File: config.mk
export PLATFORM = sky130hd
export DESIGN_NAME = mdrv_pwr_sup
export DESIGN_NICKNAME = d
export VERILOG_FILES = /design/src/rtl/mdrv_pkg.sv /design/src/rtl/mdrv_sync.sv /design/src/rtl/mdrv_wake_timer.sv /design/src/rtl/mdrv_step_gate.sv /design/src/rtl/mdrv_pwr_sup.sv
export SDC_FILE = /design/constraint.sdc
export NUM_CORES = 1
export LEC_CHECK = 0
export BUFFER_PORTS_ARGS = -buffer_cell sky130_fd_sc_hd__buf_4
export CAP_MARGIN = 20
export CORE_ASPECT_RATIO = 1.75
export CORE_MARGIN = 2
export CORE_UTILIZATION = 30
export DETAILED_ROUTE_END_ITERATION = 8
export GPL_ROUTABILITY_DRIVEN = 0
export GPL_TIMING_DRIVEN = 0
export SKIP_LAST_GASP = 1
export SLEW_MARGIN = 20
export SYNTH_ARGS = -nofsm -noshare
export SYNTH_HDL_FRONTEND = slang
export SYNTH_SLANG_ARGS = --single-unit
File: constraint.sdc
create_clock -name clk_i -period 3.1 [get_ports clk_i]
set_input_delay 0.155 -clock clk_i [delete_from_list [all_inputs] [get_ports clk_i]]
set_output_delay 0.155 -clock clk_i [all_outputs]
set_load 0.005 [all_outputs]
File: src/rtl/mdrv_pkg.sv
package mdrv_pkg;

  typedef enum logic [1:0] {
    PS_LOCK  = 2'd0,
    PS_SLEEP = 2'd1,
    PS_WAKE  = 2'd2,
    PS_RUN   = 2'd3
  } pstate_e;

  // synchronizer lane assignment
  localparam int unsigned SY_EN   = 0;
  localparam int unsigned SY_SLP  = 1;
  localparam int unsigned SY_OT   = 2;
  localparam int unsigned SY_CP   = 3;
  localparam int unsigned SY_REG  = 4;
  localparam int unsigned SY_UVLO = 5;
  localparam int unsigned SY_STEP = 6;
  localparam int unsigned SY_NUM  = 7;

  // safe values while in reset: disabled, asleep, faulted, locked out, no step
  localparam logic [SY_NUM-1:0] SY_RST = 7'b0111101;

  function automatic int unsigned wake_cycles(int unsigned clk_hz, int unsigned wake_us);
    int unsigned c;
    c = (clk_hz / 1_000_000) * wake_us;
    return (c < 1) ? 1 : c;
  endfunction

endpackage

File: src/rtl/mdrv_sync.sv
module mdrv_sync #(
  parameter int unsigned   W       = 1,
  parameter logic [W-1:0]  RST_VAL = '0
) (
  input  logic         clk_i,
  input  logic         rst_ni,
  input  logic [W-1:0] d_i,
  output logic [W-1:0] q_o
);

  logic [W-1:0] meta_q;
  logic [W-1:0] sync_q;

  for (genvar i = 0; i < W; i++) begin : g_lane
    always_ff @(posedge clk_i or negedge rst_ni) begin
      if (!rst_ni) begin
        meta_q[i] <= RST_VAL[i];
        sync_q[i] <= RST_VAL[i];
      end else begin
        meta_q[i] <= d_i[i];
        sync_q[i] <= meta_q[i];
      end
    end
  end

  assign q_o = sync_q;

endmodule

File: src/rtl/mdrv_wake_timer.sv
module mdrv_wake_timer #(
  parameter int unsigned CYCLES = 50_000
) (
  input  logic clk_i,
  input  logic rst_ni,
  input  logic load_i,
  input  logic run_i,
  output logic done_o
);

  localparam int unsigned CW = (CYCLES > 1) ? $clog2(CYCLES) : 1;
  localparam logic [CW-1:0] LOAD_VAL = CW'(CYCLES - 1);

  logic [CW-1:0] cnt_q;

  always_ff @(posedge clk_i or negedge rst_ni) begin
    if (!rst_ni) begin
      cnt_q <= LOAD_VAL;
    end else if (load_i) begin
      cnt_q <= LOAD_VAL;
    end else if (run_i && (cnt_q != '0)) begin
      cnt_q <= cnt_q - 1'b1;
    end
  end

  assign done_o = (cnt_q == '0);

endmodule

File: src/rtl/mdrv_step_gate.sv
module mdrv_step_gate (
  input  logic clk_i,
  input  logic rst_ni,
  input  logic step_s_i,
  input  logic ready_i,
  output logic step_o
);

  logic step_d_q;

  always_ff @(posedge clk_i or negedge rst_ni) begin
    if (!rst_ni) step_d_q <= 1'b0;
    else         step_d_q <= step_s_i;
  end

  // edges seen while not ready are discarded, not deferred
  assign step_o = step_s_i & ~step_d_q & ready_i;

endmodule

File: src/rtl/mdrv_pwr_sup.sv
module mdrv_pwr_sup
  import mdrv_pkg::*;
#(
  parameter int unsigned CLK_HZ  = 50_000_000,
  parameter int unsigned WAKE_US = 1000
) (
  input  logic clk_i,
  input  logic rst_ni,
  input  logic en_ni,
  input  logic sleep_ni,
  input  logic ot_fault_i,
  input  logic cp_uv_i,
  input  logic reg_fault_i,
  input  logic uvlo_i,
  input  logic step_i,
  output logic bridge_en_o,
  output logic home_rst_o,
  output logic analog_off_o,
  output logic step_ready_o,
  output logic step_o
);

  localparam int unsigned WAKE_CYC = wake_cycles(CLK_HZ, WAKE_US);

  logic [SY_NUM-1:0] raw;
  logic [SY_NUM-1:0] syn;

  always_comb begin
    raw          = '0;
    raw[SY_EN]   = en_ni;
    raw[SY_SLP]  = sleep_ni;
    raw[SY_OT]   = ot_fault_i;
    raw[SY_CP]   = cp_uv_i;
    raw[SY_REG]  = reg_fault_i;
    raw[SY_UVLO] = uvlo_i;
    raw[SY_STEP] = step_i;
  end

  mdrv_sync #(
    .W      (SY_NUM),
    .RST_VAL(SY_RST)
  ) u_sync (
    .clk_i (clk_i),
    .rst_ni(rst_ni),
    .d_i   (raw),
    .q_o   (syn)
  );

  logic en_off;
  logic sleeping;
  logic fault_any;
  logic uvlo_s;

  assign en_off    = syn[SY_EN];
  assign sleeping  = ~syn[SY_SLP];
  assign fault_any = syn[SY_OT] | syn[SY_CP] | syn[SY_REG];
  assign uvlo_s    = syn[SY_UVLO];

  pstate_e st_q, st_d;
  logic    home_d, home_q;
  logic    wake_load;
  logic    wake_done;

  always_comb begin
    st_d      = st_q;
    home_d    = 1'b0;
    wake_load = 1'b0;
    if (uvlo_s) begin
      st_d = PS_LOCK;
    end else begin
      unique case (st_q)
        PS_LOCK: begin
          if (sleeping) begin
            st_d = PS_SLEEP;
          end else begin
            st_d      = PS_WAKE;
            home_d    = 1'b1;
            wake_load = 1'b1;
          end
        end
        PS_SLEEP: begin
          if (!sleeping) begin
            st_d      = PS_WAKE;
            home_d    = 1'b1;
            wake_load = 1'b1;
          end
        end
        PS_WAKE: begin
          if (sleeping)       st_d = PS_SLEEP;
          else if (wake_done) st_d = PS_RUN;
        end
        PS_RUN: begin
          if (sleeping) st_d = PS_SLEEP;
        end
        default: st_d = PS_LOCK;
      endcase
    end
  end

  always_ff @(posedge clk_i or negedge rst_ni) begin
    if (!rst_ni) begin
      st_q   <= PS_LOCK;
      home_q <= 1'b0;
    end else begin
      st_q   <= st_d;
      home_q <= home_d;
    end
  end

  mdrv_wake_timer #(
    .CYCLES(WAKE_CYC)
  ) u_wake (
    .clk_i (clk_i),
    .rst_ni(rst_ni),
    .load_i(wake_load),
    .run_i (st_q == PS_WAKE),
    .done_o(wake_done)
  );

  logic powered;
  assign powered = (st_q == PS_WAKE) || (st_q == PS_RUN);

  assign bridge_en_o  = powered & ~en_off & ~fault_any;
  assign home_rst_o   = home_q;
  assign analog_off_o = ~powered;
  assign step_ready_o = (st_q == PS_RUN);

  mdrv_step_gate u_gate (
    .clk_i   (clk_i),
    .rst_ni  (rst_ni),
    .step_s_i(syn[SY_STEP]),
    .ready_i (step_ready_o),
    .step_o  (step_o)
  );

endmodule

# After elaboration in Yosys (flattened, before gate mapping)

Cells that the tools add are included.

Bits in registers: 34
Bits of input ports: 9
Output and inout bits: 5
Word-level logic and storage cells: 55

$add $sub $neg: 1
Equality and inequality tests: 6
Mux-type cells: 12
Bitwise operators: 10
Reductions and logical operators: 8

Operators with widths:

| operator              | number |
|---|---|
| $mux 16               | 2 |
| $logic_not 16->1      | 1 |
| $reduce_bool 16->1    | 1 |
| $sub 16x1->16 const B | 1 |
| $mux 2                | 6 |
| $pmux 2 s4            | 1 |
| $and 1x1->1           | 4 |
| $eq 2x2->1 const B    | 2 |
| $ne 4x4->1 const B    | 1 |
| $not 1->1             | 4 |
| $mux 1                | 3 |
| $ne 3x1->1 const B    | 1 |
| $ne 3x3->1 const B    | 1 |
| $reduce_and 3->1      | 1 |
| $eq 2x1->1 const B    | 1 |
| $logic_not 2->1       | 1 |
| $or 1x1->1            | 2 |
| $reduce_bool 2->1     | 1 |
| $reduce_or 2->1       | 1 |
| $logic_and 1x1->1     | 1 |
| $logic_or 1x1->1      | 1 |

# Depth between registers and ports, before layout

Gate-level depths: netlist of run 1.

Depth in word-level cells: 5
Depth in mapped cells: 7

# Hierarchy

A second synthesis of run 1 with hierarchy kept.

Cell total of the unflattened synthesis: 124
Area, all modules: 1495.2 sq um

By module, submodules not included:

| module          | times used | cells each | area each (sq um) |
|---|---|---|---|
| mdrv_wake_timer | 1          | 96         | 975.9 |
| mdrv_sync       | 1          | 14         | 362.8 |
| mdrv_pwr_sup    | 1          | 12         | 122.6 |
| mdrv_step_gate  | 1          | 2          | 33.8 |

# Worst setup path after synthesis of run 1

OpenSTA, ideal clock, no wires.

Kind: reg2reg
From: reg u_wake.cnt_q[0]
To: reg u_wake.cnt_q[9]
Library setup time: 0.075 ns
Arrival: 1.785 ns
Path slack: 1.240 ns
Stages on the path, launching flop included: 8
Buffers on the path: 1
Clock period less this slack: 1.860 ns
Cells stage by stage: dfstp_2 > inv_1 > ha_1 > nor4b_2 > and4_1 > buf_2 > nor4_1 > mux2i_1

Longest elaborated chain between the ends: 3
Elaborated cells on any way between the ends: 6

RTL lines:

| what                                                | RTL line                                     | RTL |
|---|---|---|
| start: declaration                                  | mdrv_wake_timer.sv:14                        | `logic [CW-1:0] cnt_q;` |
| start signal: assignment                            | mdrv_wake_timer.sv:22                        | `cnt_q <= cnt_q - 1'b1;` |
| $sub 16x1->16 or $reduce_bool 16->1 (tied branches) | mdrv_wake_timer.sv:22, mdrv_wake_timer.sv:21 |  |
| $mux 16 or $logic_and 1x1->1 (tied branches)        | mdrv_wake_timer.sv:21                        | `end else if (run_i && (cnt_q != '0)) begin` |
| $mux 16 or $reduce_bool 2->1 (tied branches)        | n/a                                          |  |

Parallel ways exist; a longest one is shown, timed or not. The select of a mux whose other input is x is not followed.
A chain may end at the register's enable or synchronous reset.

# Worst setup path after layout of run 1

Ends and elaborated chain as after synthesis.

==> results.py, run 1 <==
metrics = {
    "status": {
        "status": "complete, no violations",
    },
    "yosys": {
        "ys_warn_count": 0,
        "syn_area_sq_um": 1438,
        "synth_edf_count": 0,
        "synth_simple_gate_area_share_pct": 24.37,
        "synth_most_common_cell": "dfstp_2",
        "synthFlopType": "dfstp_2",
        "synth_area_per_cell_sq_um": 11.41,
        "syn-num-nets": 136,
        "ys_ff_latch": 34,
        "synth_common_cells": "dfstp_2, dfrtp_1, a21oi_1, o21ai_0, nor2_1",
        "ys_seq_area_share_pct": 60.84,
        "netlist-cell-type-count": 35,
        "yosys-top-cells-area": "dfstp_2, dfrtp_1, a21oi_1",
        "syn_inst": 126,
        "async_reset_ff_share_pct": 100.0,
        "synthMuxAreaShare_pct": 2.785,
        "synth-xor-area-share_pct": 0,
        "synth_compound_area_share_pct": 9.487,
        "synth-adder-area-share_pct": 0.8703,
        "synth_top_area_share_pct": 34.73,
        "synth_top_family_by_area": "simple AND/OR/NAND/NOR gates",
        "yosys.area.top_type": "dfstp_2",
    },
    "grt": {
        "grt_pass1_vias": 1215,
        "grt_start_max_net_pins": 35,
        "grt_overflow": 0,
        "track_usage_pct": 13.01,
        "antenna_found_initial": 0,
        "grt_pass1_wl_um": 5299,
    },
    "critical_path": {
        "regToRegEndpoint": "u_wake.cnt_q[9]",
        "path_class": "register to register",
        "rr_worst_depth": 7,
        "arrival_ns": 2.41,
        "cp_max_fo": 10,
        "reg2reg_setup_slack_ns": 0.92,
        "cp.required_ns": 3.33,
        "worstReg2RegStart": "u_wake.cnt_q[0]",
        "cp-end-kind": "register",
        "cp-start-kind": "register",
    },
    "clock_tree": {
        "insertion_delay_ns": 0.29,
        "tritoncts": "built",
        "cts_buffers": 5,
        "hold_buffers": 8,
        "clkSinkCount": 34,
        "cts_root_buffer": "clkbuf_8",
        "htreeDepth": 2,
        "clk_pin_slew_worst_paths_ns": 0.08,
        "post-cts-setup-buffers": 0,
        "ctsResizeCount": 0,
        "cts.path.max_buffers": 2,
    },
    "timing": {
        "fin_crit_sh_pct": 70.31,
        "slew_headroom_pct": 59.90,
        "setup_violations": 0,
        "whs_ns": 0.3387,
        "drv_slew": 0,
        "fmaxAchievable_mhz": 458.8,
        "max_slew.worst_pin.slew_ns": 0.5960,
        "fin_tns_setup_ns": 0,
        "rsz0062_at_grt": "no",
        "hold_viol": 0,
        "finClkSkew_ns": 0.01514,
        "final.setup.worst_slack_ns": 0.9205,
        "min_period_ns": 2.179,
    },
    "worst_hold_path": {
        "min_path_type": "input pin to async pin",
    },
    "detailed_routing": {
        "drtIter0Drc": 48,
        "routed_wl_um": 3093,
        "ant_nets": 0,
        "wire_per_inst_um": 14.94,
        "via_count": 1151,
        "vias_per_cell": 5.560,
        "drc": 0,
        "first_pass_iters": 4,
    },
    "placement": {
        "dp_cells": 191,
        "dp_slack_ns": 0.9394,
        "port_buffers": 13,
        "dpl.hpwl_um": 2206,
    },
    "power_and_ir_drop": {
        "p_leak_nw": 0.7360,
        "powerDensity_nw_per_um2": 578.5,
        "vdd_drop_max_mv": 0.4748,
    },
    "cells_and_area": {
        "drive_above_1_share_pct": 27.74,
        "fin_cells": 207,
        "nNetsFinal": 164,
        "fin_util_pct": 39.07,
        "antenna_cells": 0,
        "areaGrowthSynthToFinish_pct": 26.81,
    },
    "floorplanning": {
        "core_sq_um": 4666,
        "initial_core_util_pct": 30.81,
        "die_y_um": 95.58,
        "num_rows": 33,
        "pin_count": 14,
        "dieArea_sq_um": 5384,
        "die_x_um": 56.33,
    },
    "job": {
        "max_cap_viol_count": 0,
    },
}
## final cells by class
| cell class | instances | area [sq um] |
|---|---|---|
| tap | 52 | 65.06 |
| clock buffer | 6 | 82.58 |
| inverter | 4 | 15.01 |
| sequential | 34 | 874.6 |
| clock inverter | 2 | 60.06 |
| buffer | 2 | 8.758 |
| fill | 451 | 2843 |
| timing repair buffer | 21 | 177.7 |
| multi-input combinational | 86 | 539.3 |
## routing by layer
layer,GRT usage [%],part of all wire (%)
met1,12.56,37
met2,24.22,56
met3,3.256,4.8
met4,8.135,2.7
met5,0,0
## cell families (layout without fill, tap and decap cells)
family / count (synthesis) / after routing
compound gates: 24 / 24
fa+ha+maj: 1 / 1
buf+inv: 6 / 35
flops: 34 / 34
mux: 4 / 4
simple gates: 57 / 57
## power by group
group / switching, mW / total, mW / leakage, nW / internal, mW
clock: 0.161 / 0.504 / 0.0714 / 0.343
combinational: 0.0321 / 0.0616 / 0.270 / 0.0295
sequential: 0.0143 / 0.489 / 0.395 / 0.475
## worst max path at each step
stage                               start              end  cells after the start
after floorplan           u_wake.cnt_q[0]  u_wake.cnt_q[9]                      7
after global placement    u_wake.cnt_q[0]  u_wake.cnt_q[9]                      7
after detailed placement  u_wake.cnt_q[0]  u_wake.cnt_q[9]                      7
after CTS                 u_wake.cnt_q[0]  u_wake.cnt_q[9]                      7
after global routing      u_wake.cnt_q[0]  u_wake.cnt_q[9]                      7
final                     u_wake.cnt_q[0]  u_wake.cnt_q[9]                      7
## flip-flops by register name, summed over array words and instances (netlist names)
signal / count
home_rst_o: 1
u_sync.q_o: 7
st_q: 2
u_wake.cnt_q: 16
u_gate.step_d_q: 1
u_sync.meta_q: 7
## cell usage in the layout (no fill, tap or decap), drive strengths merged, types with 2 or more instances in the layout
| master | n |
|---|---|
| or3 | 6 |
| buf | 15 |
| inv | 4 |
| nor4 | 6 |
| nand3 | 6 |
| dfrtp | 15 |
| or4 | 6 |
| nor2b | 3 |
| nor3 | 4 |
| o21ai | 10 |
| bufinv | 2 |
| dfstp | 19 |
| nor2 | 7 |
| clkbuf | 6 |
| nand2 | 4 |
| mux2i | 4 |
| dlygate4sd3 | 8 |
| nand4 | 3 |
| nor4b | 3 |
| a21oi | 9 |
## through the flow
| step | cell area (sq um) | total power, mW |
|---|---|---|
| 3_5_place_dp | 1600 | 0.5511 |
| 6_report | 1823 | 1.055 |
| 2_1_floorplan | 1438 | 0.5196 |
| 5_1_grt | 1823 | 1.091 |
| 4_1_cts | 1823 | 1.062 |
| 3_3_place_gp | 1600 | 0.5471 |
## worst max-delay path, cell delays in order (launching register included)
cell,delay [ns]
dfstp_2,0.54
inv_1,0.05
ha_1,0.22
nor4b_2,0.21
and4_1,0.23
buf_2,0.20
nor4_1,0.44
mux2i_1,0.24
Note: power is estimated with default switching activity, not from simulation.
==> run 2: changes to the inputs <==
==> constraint.sdc (replaced) <==
create_clock -name clk_i -period 1.85 [get_ports clk_i]
set_input_delay 0.0925 -clock clk_i [delete_from_list [all_inputs] [get_ports clk_i]]
set_output_delay 0.0925 -clock clk_i [all_outputs]
set_load 0.005 [all_outputs]
==> results.py, run 2 (synthesis gave the netlist of run 1 again) <==
metrics = {
    "status": {
        "status": "complete, no violations",
    },
    "detailed_routing": {
        "first_pass_iters": 6,
        "drtIter0Drc": 33,
        "wire_per_inst_um": 15.13,
        "drc": 0,
        "vias_per_cell": 5.549,
        "ant_nets": 0,
        "routed_wl_um": 3254,
        "via_count": 1193,
    },
    "cells_and_area": {
        "regArea_sq_um": 877.1,
        "areaGrowthSynthToFinish_pct": 38.90,
        "layout_commonest_cell": "buf_4",
        "top_register": "u_wake.cnt_q",
        "nNetsFinal": 172,
        "antenna_cells": 0,
        "nFillCells": 426,
        "largest_reg_flops": 16,
        "fin_util_pct": 42.80,
        "multiInputGateArea_sq_um": 623.1,
        "layout_common_cells": "buf_4, dfstp_2, dfrtp_1",
        "drive_above_1_share_pct": 38.04,
        "fin_area_sq_um": 1997,
        "fin_cells": 215,
    },
    "critical_path": {
        "cp.required_ns": 2.07,
        "startpoint": "u_wake.cnt_q[5]",
        "cp_num_buf_inv": 0,
        "path_class": "register to register",
        "slowest_delay_ns": 0.46,
        "cp-end-kind": "register",
        "cp-start-kind": "register",
        "arrival_ns": 2.06,
        "cpLargestDelayFamily": "simple AND/OR/NAND/NOR gates",
        "worstReg2RegStart": "u_wake.cnt_q[5]",
        "cp_max_fo": 6,
        "cp_slowest_cell": "or3b_1",
        "cp_cell_sequence": "or3b_1 -> or3_1 -> or4_1 -> a21oi_1",
    },
    "grt": {
        "grt_overflow": 0,
        "grt_start_max_net_pins": 35,
        "grt_pass1_vias": 1253,
        "grt_pass1_wl_um": 5506,
        "antenna_found_initial": 0,
        "track_usage_pct": 13.49,
    },
    "floorplanning": {
        "dieArea_sq_um": 5384,
        "num_rows": 33,
        "core_sq_um": 4666,
        "die_y_um": 95.58,
        "die_x_um": 56.33,
        "pin_count": 14,
        "initial_core_util_pct": 30.81,
    },
    "clock_tree": {
        "clkSinkCount": 34,
        "cts_buffers": 5,
        "tritoncts": "built",
        "htreeDepth": 2,
        "cts_root_buffer": "clkbuf_8",
        "insertion_delay_ns": 0.29,
        "cts.path.max_buffers": 2,
        "clk_pin_slew_worst_paths_ns": 0.08,
    },
    "timing": {
        "final.setup.worst_slack_ns": 0.002981,
        "drv_slew": 0,
        "min_period_ns": 1.847,
        "fin_crit_sh_pct": 99.84,
        "fmaxAchievable_mhz": 541.4,
        "hold_viol": 0,
        "max_slew.worst_pin.slew_ns": 0.5379,
        "fin_tns_setup_ns": 0,
        "rsz0062_at_grt": "yes",
        "finClkSkew_ns": 0.01307,
        "slew_headroom_pct": 64.14,
        "setup_violations": 0,
    },
    "power_and_ir_drop": {
        "p_leak_nw": 0.7847,
        "vdd_drop_max_mv": 0.8076,
        "powerDensity_nw_per_um2": 895.1,
    },
    "placement": {
        "dp_slack_ns": -0.3106,
        "port_buffers": 13,
        "dp_cells": 191,
        "post_dp_cell_area_sq_um": 1600,
        "dpl.hpwl_um": 2206,
    },
    "job": {
        "max_cap_viol_count": 0,
    },
    "worst_hold_path": {
        "min_path_type": "input pin to async pin",
    },
}
==> run 2: final timing paths <==
| kind | end | slack [ns] | cells past startpoint |
|---|---|---|---|
| max | u_wake.cnt_q[12] | 0.003 | 4 |
| max reg2reg | u_wake.cnt_q[12] | 0.003 | 4 |
| max in group asynchronous | u_sync.q_o[5] | 1.23 | 2 |
| min reg2reg | u_sync.q_o[6] | 0.36 | 0 |
| min in group clk_i | u_sync.q_o[6] | 0.36 | 0 |
| min | u_wake.cnt_q[13] | 0.28 | 2 |
==> run 2: per-stage QoR <==
step | hold slack, ns | total power [mW]
after floorplan | -0.2031 | 0.8707
after global placement | 0.05037 | 0.9168
after detailed placement | 0.06193 | 0.9234
after CTS | 0.2917 | 1.790
after global routing | 0.3137 | 1.853
final | 0.2792 | 1.787
==> run 2: power by group <==
| group | internal, mW | leakage (nW) | switching, mW |
|---|---|---|---|
| combinational | 0.0630 | 0.322 | 0.0614 |
| clock | 0.575 | 0.0714 | 0.268 |
| sequential | 0.796 | 0.392 | 0.0245 |
| total | 1.43 | 0.785 | 0.354 |
==> run 2: timing repair <==
| action | in CTS | in global routing |
|---|---|---|
| hold endpoints to repair | 22 | 0 |
| pin swaps | 5 | 4 |
| setup endpoints to repair | 14 | 13 |
| hold buffers | 8 | 0 |
| gates cloned | 0 | 1 |
| buffers inserted | 3 | 4 |
| resized for setup | 8 | 12 |
==> run 2: final cells by class <==
cell class	count	share of cell area [%]
Buffer	2	0.9398
Clock buffer	6	4.135
Clock inverter	2	3.008
Inverter	4	0.7519
Multi-Input combinational cell	86	31.20
Sequential cell	34	43.92
Tap cell	52	3.258
Timing Repair Buffer	29	12.78
==> run 2: per-layer routing <==
metal	vias to the layer above	wire length [um]	GRT usage (%)
li1	545	-	-
met1	592	1171	13.34
met2	39	1783	24.12
met3	17	154	3.392
met4	0	144	9.722
met5	-	0	0
==> run 3: changes to the inputs <==
--- a/config.mk
+++ b/config.mk
@@ -5,6 +5,7 @@
 export SDC_FILE = /design/constraint.sdc
 export NUM_CORES = 1
 export LEC_CHECK = 0
+export ABC_AREA = 1
 export BUFFER_PORTS_ARGS = -buffer_cell sky130_fd_sc_hd__buf_4
 export CAP_MARGIN = 20
 export CORE_ASPECT_RATIO = 1.75
==> results.py, run 3 <==
metrics = {
    "power_and_ir_drop": {
        "clkPwrFrac_pct": 31.5,
        "vdd_drop_max_mv": 0.7314,
        "powerDensity_nw_per_um2": 1083,
        "p_leak_nw": 1.003,
        "p_switching_mw": 0.6832,
        "power_frac_comb_pct": 24.1,
        "netSwitchingFraction_pct": 30.68,
        "pwr-share-seq_pct": 44.4,
        "internal_power_mw": 1.543,
    },
    "critical_path": {
        "path_class": "register to register",
        "startpoint": "u_wake.cnt_q[0]",
        "cp-end-kind": "register",
        "cp_slowest_cell": "dfstp_2",
        "cp.required_ns": 2.02,
        "cp-start-kind": "register",
        "cp_common_cell": "nand2_4",
        "slowest_delay_ns": 0.39,
        "cp_cell_sequence": "inv_1 -> ha_2 -> nand2_4 -> nor2_4 -> nand2_4 -> nand2_4 -> nand2_4 -> buf_6 -> nand2_2 -> o21ai_2",
        "worstReg2RegStart": "u_wake.cnt_q[0]",
        "cpLargestDelayFamily": "simple AND/OR/NAND/NOR gates",
        "reg2reg_setup_slack_ns": 0.21,
        "cp_max_fo": 10,
        "cp_num_buf_inv": 2,
        "arrival_ns": 1.81,
    },
    "cells_and_area": {
        "fin_cells": 298,
        "regArea_sq_um": 874.6,
        "top_register": "u_wake.cnt_q",
        "nFillCells": 535,
        "drive_above_1_share_pct": 29.02,
        "layout_commonest_cell": "nand2_1",
        "fin_area_sq_um": 2057,
        "layout_common_cells": "nand2_1, nor2_1, inv_1",
        "multiInputGateArea_sq_um": 689.4,
        "nNetsFinal": 233,
        "areaGrowthSynthToFinish_pct": 25.11,
        "antenna_cells": 0,
        "largest_reg_flops": 16,
    },
    "timing": {
        "min_period_ns": 1.636,
        "slew_headroom_pct": 71.90,
        "fmaxAchievable_mhz": 611.2,
        "max_slew.worst_pin.slew_ns": 0.4215,
        "drv_slew": 0,
        "setup_violations": 0,
        "fin_crit_sh_pct": 88.44,
        "rsz0062_at_grt": "no",
        "finClkSkew_ns": 0.009814,
        "hold_viol": 0,
    },
    "yosys": {
        "synth_area_per_cell_sq_um": 8.475,
        "synth_edf_count": 0,
        "syn_area_sq_um": 1644,
        "ys_warn_count": 0,
        "async_reset_ff_share_pct": 100.0,
        "syn_inst": 194,
        "netlist-cell-type-count": 23,
        "synthFlopType": "dfstp_2",
        "yosys.area.top_type": "dfstp_2",
        "synth_most_common_cell": "nand2_1",
        "ys_ff_latch": 34,
        "synth_common_cells": "nand2_1, nor2_1, inv_1",
        "ys_seq_area_share_pct": 53.20,
        "yosys-top-cells-area": "dfstp_2, dfrtp_1, nand2_1",
        "syn-num-nets": 204,
        "synth_top_area_share_pct": 30.37,
    },
    "grt": {
        "grt_start_max_net_pins": 35,
        "grt_overflow": 0,
        "grt_pass1_wl_um": 5975,
        "antenna_found_initial": 0,
        "grt_pass1_vias": 1410,
        "track_usage_pct": 13.10,
    },
    "floorplanning": {
        "dieArea_sq_um": 6112,
        "die_y_um": 101.9,
        "pin_count": 14,
        "core_sq_um": 5299,
        "num_rows": 35,
        "initial_core_util_pct": 31.03,
        "die_x_um": 59.96,
    },
    "detailed_routing": {
        "drc": 0,
        "via_count": 1307,
        "routed_wl_um": 3314,
        "drtIter0Drc": 20,
        "vias_per_cell": 4.386,
        "first_pass_iters": 4,
        "wire_per_inst_um": 11.12,
        "ant_nets": 0,
    },
    "placement": {
        "dpl.hpwl_um": 2374,
        "dp_cells": 281,
        "port_buffers": 13,
        "post_dp_cell_area_sq_um": 1834,
    },
    "clock_tree": {
        "clk_pin_slew_worst_paths_ns": 0.07,
        "insertion_delay_ns": 0.29,
        "htreeDepth": 2,
        "cts_buffers": 5,
        "clkSinkCount": 34,
        "cts_root_buffer": "clkbuf_8",
        "tritoncts": "built",
        "cts.path.max_buffers": 2,
    },
    "worst_hold_path": {
        "min_path_type": "input pin to async pin",
    },
    "status": {
        "status": "complete, no violations",
    },
    "job": {
        "max_cap_viol_count": 0,
    },
}
run 3: power groups by stage:
| stage | clock network (mW) | logic (mW) | registers [mW] |
|---|---|---|---|
| 2_1_floorplan | 0 | 0.409 | 0.973 |
| 3_3_place_gp | 0 | 0.502 | 0.998 |
| 3_5_place_dp | 0 | 0.512 | 1.00 |
| 4_1_cts | 0.731 | 0.529 | 0.989 |
| 5_1_grt | 0.759 | 0.624 | 1.00 |
| 6_report | 0.701 | 0.536 | 0.989 |
run 3: path summary, 6_finish.rpt:
path,endpoint,depth (start not counted)
max in group asynchronous,u_wake.cnt_q[6],2
worst min-delay path,u_sync.meta_q[6],2
min in group clk_i,u_sync.q_o[5],0
worst max register to register,u_wake.cnt_q[4],10
worst max-delay path,u_wake.cnt_q[4],10
worst min register to register,u_sync.q_o[5],0
run 3: layout make-up:
class                      instances  area share (%)
clock inverter                     1           1.460
buffer                             2          0.7908
tap                               74           4.501
timing repair buffer              22           9.002
inverter                          22           4.015
sequential                        34           42.52
multi-input combinational        136           33.52
clock buffer                       7           4.197
run 3: cell families after synthesis:
logic type	Yosys count	share of synthesized area [%]
compound gates	12	4.870
flops	34	53.20
simple gates	123	35.16
buf+inv	24	6.012
fa+ha+maj	1	0.7609
run 3: per-layer routing:
metal	up-vias	GRT usage (%)	routed length, um
met5	-	0	0
met4	0	8.547	112
met3	8	2.025	60
met2	19	24.08	1835
met1	614	12.88	1305
li1	666	-	-
run 3: per-stage QoR:
step                setup TNS, ns  setup slack [ns]  hold WS, ns  util, %  total power [mW]
finish                          0            0.2138       0.2793    38.82             2.227
global route                    0           0.03106       0.3209    38.82             2.386
CTS                             0            0.1071       0.2924    38.39             2.249
detailed placement        -0.4812           -0.1034      0.06534    34.62             1.513
global placement          -0.3845          -0.08296      0.06123    34.62             1.500
floorplan                       0            0.2952      -0.2031        -             1.382
run 3: what timing repair did:
action / CTS / global route
pin swaps: 0 / 2
gates resized for setup: 1 / 3
setup buffers: 0 / 1
hold buffers: 8 / 0
endpoints found under the hold margin: 22 / 0
endpoints found under the setup margin: 6 / 12
